`config.mk`:
```
export PLATFORM = sky130hd
export DESIGN_NAME = owt_translator
export DESIGN_NICKNAME = d
export VERILOG_FILES = /design/src/rtl/owt_pkg.sv /design/src/rtl/owt_regfile.sv /design/src/rtl/owt_match.sv /design/src/rtl/owt_translator.sv
export SDC_FILE = /design/constraint.sdc
export NUM_CORES = 2
export LEC_CHECK = 0
export ABC_AREA = 0
export CORE_ASPECT_RATIO = 1.1
export CORE_MARGIN = 1
export CORE_UTILIZATION = 64
export CTS_CLUSTER_SIZE = 10
export DETAILED_ROUTE_END_ITERATION = 10
export DONT_BUFFER_PORTS = 1
export GPL_TIMING_DRIVEN = 0
export PLACE_DENSITY = 0.83
export REMOVE_ABC_BUFFERS = 1
export SETUP_SLACK_MARGIN = 0.1
export SLEW_MARGIN = 0
export SYNTH_ARGS = -nofsm -noshare
export SYNTH_HDL_FRONTEND = slang
export SYNTH_SLANG_ARGS = --single-unit
```
`constraint.sdc`:
```
create_clock -name clk -period 5.8 [get_ports clk]
set_clock_uncertainty 0.1 [all_clocks]
set_input_delay 0.87 -clock clk [delete_from_list [all_inputs] [get_ports clk]]
set_output_delay 0.87 -clock clk [all_outputs]
set_load 0.02 [all_outputs]
```
`src/rtl/owt_pkg.sv`:
```
// Shared constants and types for the outbound window translator.
// Assumes: 40-bit CPU addresses, 1 MB window granularity, 64-bit bus addresses.
package owt_pkg;
    localparam int CPU_AW      = 40;
    localparam int BUS_AW      = 64;
    localparam int REG_DW      = 32;
    localparam int MB_SHIFT    = 20;
    localparam int MB_LO_W     = 12;
    localparam int MB_HI_W     = 8;
    localparam int MB_W        = MB_LO_W + MB_HI_W;
    // Field positions inside the per-window range word
    localparam int START_LSB   = 4;
    localparam int LAST_LSB    = 20;
    // Register map offsets and strides
    localparam int OFF_BUS_LO   = 'h00;
    localparam int OFF_BUS_HI   = 'h04;
    localparam int OFF_RANGE    = 'h20;
    localparam int OFF_START_HI = 'h30;
    localparam int OFF_LAST_HI  = 'h34;
    localparam int PAIR_STRIDE  = 8;
    localparam int RANGE_STRIDE = 4;

    typedef struct packed {
        logic [MB_W-1:0]   start_mb;
        logic [MB_W-1:0]   last_mb;
        logic [BUS_AW-1:0] bus_base;
    } win_cfg_t;
endpackage

```
`src/rtl/owt_regfile.sv`:
```
// Window configuration storage. Decodes byte-offset writes into per-window
// start/last megabyte fields and bus base words.
// Assumes: the map holds at most four windows before the range words run
// into the extension registers; unknown offsets are dropped.
module owt_regfile
    import owt_pkg::*;
#(
    parameter int NUM_WIN = 4,
    parameter int ADDR_W  = 7
) (
    input  logic              clk,
    input  logic              rst_n,
    input  logic              wr_en,
    input  logic [ADDR_W-1:0] wr_addr,
    input  logic [REG_DW-1:0] wr_data,
    output win_cfg_t          cfg [NUM_WIN]
);
    for (genvar i = 0; i < NUM_WIN; i++) begin : g_win
        localparam int A_BUS_LO   = OFF_BUS_LO   + PAIR_STRIDE * i;
        localparam int A_BUS_HI   = OFF_BUS_HI   + PAIR_STRIDE * i;
        localparam int A_RANGE    = OFF_RANGE    + RANGE_STRIDE * i;
        localparam int A_START_HI = OFF_START_HI + PAIR_STRIDE * i;
        localparam int A_LAST_HI  = OFF_LAST_HI  + PAIR_STRIDE * i;

        win_cfg_t q;

        // Update one window's fields from matching register writes
        always_ff @(posedge clk) begin
            if (!rst_n) begin
                q.start_mb <= '1;
                q.last_mb  <= '0;
                q.bus_base <= '0;
            end else if (wr_en) begin
                if (wr_addr == ADDR_W'(A_BUS_LO))
                    q.bus_base[31:0] <= wr_data;
                if (wr_addr == ADDR_W'(A_BUS_HI))
                    q.bus_base[63:32] <= wr_data;
                if (wr_addr == ADDR_W'(A_RANGE)) begin
                    q.start_mb[MB_LO_W-1:0] <= wr_data[START_LSB +: MB_LO_W];
                    q.last_mb[MB_LO_W-1:0]  <= wr_data[LAST_LSB  +: MB_LO_W];
                end
                if (wr_addr == ADDR_W'(A_START_HI))
                    q.start_mb[MB_W-1:MB_LO_W] <= wr_data[MB_HI_W-1:0];
                if (wr_addr == ADDR_W'(A_LAST_HI))
                    q.last_mb[MB_W-1:MB_LO_W] <= wr_data[MB_HI_W-1:0];
            end
        end

        assign cfg[i] = q;
    end
endmodule

```
`src/rtl/owt_match.sv`:
```
// Parallel window compare and priority select. Every window compares the
// address megabyte against its inclusive range and forms its own translation;
// the lowest-numbered matching window is chosen.
// Assumes: purely combinational; the caller registers the result.
module owt_match
    import owt_pkg::*;
#(
    parameter int NUM_WIN = 4,
    parameter int WIN_W   = 2
) (
    input  win_cfg_t          cfg [NUM_WIN],
    input  logic [CPU_AW-1:0] addr,
    output logic              hit,
    output logic [WIN_W-1:0]  win_idx,
    output logic [BUS_AW-1:0] bus_addr
);
    logic [MB_W-1:0]   addr_mb;
    logic [NUM_WIN-1:0] in_rng;
    logic [BUS_AW-1:0] xl [NUM_WIN];

    assign addr_mb = addr[CPU_AW-1:MB_SHIFT];

    for (genvar i = 0; i < NUM_WIN; i++) begin : g_cmp
        logic              enabled;
        logic [CPU_AW-1:0] offset;
        assign enabled   = cfg[i].last_mb >= cfg[i].start_mb;
        assign in_rng[i] = enabled && (addr_mb >= cfg[i].start_mb)
                                   && (addr_mb <= cfg[i].last_mb);
        assign offset    = addr - {cfg[i].start_mb, {MB_SHIFT{1'b0}}};
        assign xl[i]     = cfg[i].bus_base + BUS_AW'(offset);
    end

    // Pick the lowest-numbered window that matches
    always_comb begin
        hit      = 1'b0;
        win_idx  = '0;
        bus_addr = '0;
        for (int i = 0; i < NUM_WIN; i++) begin
            if (in_rng[i] && !hit) begin
                hit      = 1'b1;
                win_idx  = WIN_W'(i);
                bus_addr = xl[i];
            end
        end
    end
endmodule

```
`src/rtl/owt_translator.sv`:
```
// Outbound address window translator top. Holds the window registers,
// matches each presented CPU address and registers the result once.
// Assumes: lookups see register state as of the previous clock edge.
module owt_translator
    import owt_pkg::*;
#(
    parameter int NUM_WIN = 4,
    parameter int ADDR_W  = 7,
    localparam int WIN_W  = (NUM_WIN > 1) ? $clog2(NUM_WIN) : 1
) (
    input  logic              clk,
    input  logic              rst_n,
    input  logic              wr_en,
    input  logic [ADDR_W-1:0] wr_addr,
    input  logic [REG_DW-1:0] wr_data,
    input  logic              cpu_valid,
    input  logic [CPU_AW-1:0] cpu_addr,
    output logic              out_valid,
    output logic              out_hit,
    output logic [WIN_W-1:0]  out_win,
    output logic [BUS_AW-1:0] out_addr
);
    win_cfg_t          cfg [NUM_WIN];
    logic              m_hit;
    logic [WIN_W-1:0]  m_idx;
    logic [BUS_AW-1:0] m_addr;

    owt_regfile #(.NUM_WIN(NUM_WIN), .ADDR_W(ADDR_W)) u_regs (
        .clk     (clk),
        .rst_n   (rst_n),
        .wr_en   (wr_en),
        .wr_addr (wr_addr),
        .wr_data (wr_data),
        .cfg     (cfg)
    );

    owt_match #(.NUM_WIN(NUM_WIN), .WIN_W(WIN_W)) u_match (
        .cfg      (cfg),
        .addr     (cpu_addr),
        .hit      (m_hit),
        .win_idx  (m_idx),
        .bus_addr (m_addr)
    );

    // Register the lookup result; a miss or idle cycle drives zeros
    always_ff @(posedge clk) begin
        if (!rst_n) begin
            out_valid <= 1'b0;
            out_hit   <= 1'b0;
            out_win   <= '0;
            out_addr  <= '0;
        end else begin
            out_valid <= cpu_valid;
            out_hit   <= cpu_valid && m_hit;
            out_win   <= (cpu_valid && m_hit) ? m_idx  : '0;
            out_addr  <= (cpu_valid && m_hit) ? m_addr : '0;
        end
    end
endmodule

```
==> run metrics <==
Syn Inst Count=4,586; portion of total power attributed to sequential cells=46.0%; Syn. warnings=0; relative contribution of combinational cells to total power=8.5%; worst max-slew margin expressed relative to the limit=5.513%; worst setup path class=flop to flop; cell accounting for the most synthesized area=dfxtp_1; slowest cell on the critical path=nor3_2; cell occurring most often along the worst timing path=a31oi_1; cell at the root of the clock tree=clkbuf_16; number of distinct library cell variants in the gate-level netlist after synthesis=100; final hold violation count=0; total chip power=7.259 mW; post-synthesis instance area=35,800 um^2; status=finished, final reports clean; share of the yosys chip area belonging to registers=27.06%; clock tree from TritonCTS=built; ys flop type=dfxtp_1; remaining design rule violation count=0; vias after detailed routing=34,250; number of input and output port buffers inserted=0; kind of launch point of the worst setup path=flop; number of global-route vias before repair=31,510; MaxCap Viol Count=0; vias per cell=6.582; internal portion of total power=5.399 mW; total track usage=42.60%; count of endpoints failing setup in the final report=0; Seq cells post-synth=484; Leak=16.07 nW; period utilisation layout=97.35%; Switching Fraction=25.62%; ordered cell list for the critical path=inv_1, ha_1, a21oi_1, o21ai_1, nor4_2, o211ai_1, a31oi_1, and4bb_1, nor3_2, nor2b_4, buf_12, a22oi_1, a31oi_1; initial antenna violation count=3; Max Fclk=0.1771 GHz; initial standard-cell utilization of the core=65.02%; CTS Hold Buffers Added=0; time the worst path needs with I/O delays and setup=5.646 ns; clock group share of total power=45.6%; Net count, final=4,947; average instance area after synthesis=7.807 um^2; Worst-path clk slew=0.06 ns; share of final-layout standard cells stronger than drive strength 1=3.918%; Die ar.=56,890 um^2; # diodes=0; Hold Worst Slack=0.2692 ns; number of ports placed on the die boundary=151; synthesis-to-layout area growth=6.560%; DR iter-0 viols=4,054; Area contributors post-synth=dfxtp_1, ha_1, nand2_1; Data required, critical path=6.17 ns; First-pass DRT Iterations=8; slew at the pin closest to its max-slew limit=1.414 ns; core area=55,070 um^2; power dissipated by switching net loads=1.860 mW; DRT antenna net count=0; row count=90; power density over the cells=190.3 nW/um^2; Final Max Tran Viols=0; VDD IR-drop max=0.0002362 V; worst hold-check path type=input pin to flop; vertical extent of the die=250.1 um; CTS buffer count=56; area share of the leading cell type in the synthesized netlist=27.06%; largest net degree at the start of global routing=418; setup repair after global routing missed its margin=true; longest individual stage delay on the worst path=0.67 ns; gpl congestion=0.9914; Clock Sinks=484; final setup margin=0.1536 ns; insertion delay of the later-clocked pin in the worst-skew pair=0.65 ns; Clock Tree Buf Depth=3; endpoint kind of the worst setup timing path=flop; data arrival time of the critical path=6.01 ns; top fanout value on the critical path=28; Die X=227.5 um; global-route wire length before repair=184,400 um; GR Overflow Total=0; number of enable-type register cells in the synthesized netlist=0; count of H-tree levels built during CTS=2; Wirelength per Cell=23.79 um; dpl hpwl=86,830 um; worst slack, placed=-1.243 ns; async set or reset register ratio after synthesis=0%; total routed wirelength=123,800 um
==> flip-flops by register name, summed over array words and instances, names as in the netlist <==
name,flops
out_win,2
out_addr,64
u_regs.cfg,416
out_valid,1
out_hit,1
==> cell usage after synthesis, types with 23 or more instances <==
cell and n:
o21a_1 31, mux2i_1 37, a211oi_1 38, inv_1 228, nand2_1 953, nand2b_1 42
ha_1 406, nand4_1 67, dfxtp_1 484, nor2b_1 62, buf_2 23, clkbuf_1 192
o21ai_0 131, o21bai_1 30, nand3_1 84, o211ai_1 95, and2_1 25, xor2_1 106
xnor2_1 189, a222oi_1 23, o21ai_1 24, a21boi_0 310, a22oi_1 30, a21o_1 125
a21oi_1 292, nor2_1 153, and3_1 45, nor3_1 47, a31oi_1 44
==> worst max-delay path, delay by kind of cell, from the launching register on <==
family	cells	cell delay [ns]
and+or+nand+nor	4	2.42
adders and majority gates	1	0.37
AOI/OAI and AO/OA	6	1.83
DFF	1	0.32
buffers and inverters	2	0.39
==> layout by cell type (no fill, tap or decap), drive strengths merged, types with 72 or more instances in the layout <==
cell type	n
xnor2	189
nand2	954
a21oi	292
dfxtp	484
clkbuf	72
o21ai	157
ha	406
xor2	106
inv	229
nand3	85
nor2	153
o211ai	96
a21o	126
a21boi	313
==> cells by family after synthesis <==
logic type               Yosys count  synth area share, %
XOR/XNOR                         295                7.217
AND/OR/NAND/NOR                 1593                20.07
multiplexers                      38                1.066
AO/OA/AOI/OAI                   1308                25.05
flip-flops                       484                27.06
adder cells (fa/ha/maj)          414                14.64
buffers and inverters            454                4.903
==> through the flow <==
stage | util, % | setup TNS [ns] | area [um^2] | cells
after global routing | 69.28 | 0 | 38150 | 5203
final | 69.28 | 0 | 38150 | 5203
after detailed placement | 65.79 | -52.88 | 36230 | 5115
after CTS | 68.98 | 0 | 37980 | 5199
after global placement | 65.06 | -946.95 | 35820 | 5096
after floorplan | - | -231.01 | 34900 | 4360
==> repair_timing <==
| item | 4_1_cts | 5_1_grt |
|---|---|---|
| gates resized for setup | 11 | 27 |
| gates cloned | 1 | 0 |
| buffers inserted | 8 | 2 |
| endpoints found under the setup margin | 60 | 24 |
| pin swaps | 2 | 3 |
==> path summary, 6_finish.rpt <==
path / start / endpoint / slack (ns) / depth (start not counted)
worst max-delay path: u_regs.cfg[197] / out_addr[32] / 0.15 / 13
worst min register to register: u_regs.cfg[33] / u_regs.cfg[33] / 0.37 / 2
worst min-delay path: wr_data[15] / u_regs.cfg[303] / 0.27 / 2
worst max register to register: u_regs.cfg[197] / out_addr[32] / 0.15 / 13
==> power groups by stage <==
stage / Sequential, mW / Combinational [mW] / Clock [mW]
floorplan: 3.41 / 0.442 / 0
global placement: 3.41 / 0.570 / 0
detailed placement: 3.41 / 0.582 / 0
CTS: 3.34 / 0.590 / 3.30
global route: 3.34 / 0.661 / 3.43
finish: 3.34 / 0.614 / 3.31
==> per-layer routing <==
layer	routed length [um]	track usage, %	vias to the layer above
met1	48300	54.58	15950
met5	57	0	-
met4	10190	29.72	6
met2	51240	63.17	1909
li1	-	-	15890
met3	14000	9.478	497
==> layout make-up <==
type / count / area, um^2
clock inverters: 5 / 80.08
multi-input cells: 3649 / 24650
fillers: 4559 / 16920
flip-flops and latches: 484 / 9689
well taps: 736 / 920.9
clock buffers: 70 / 1514
inverters: 228 / 859.6
repair buffers: 31 / 435.4
(Power assumes the default switching activity.)
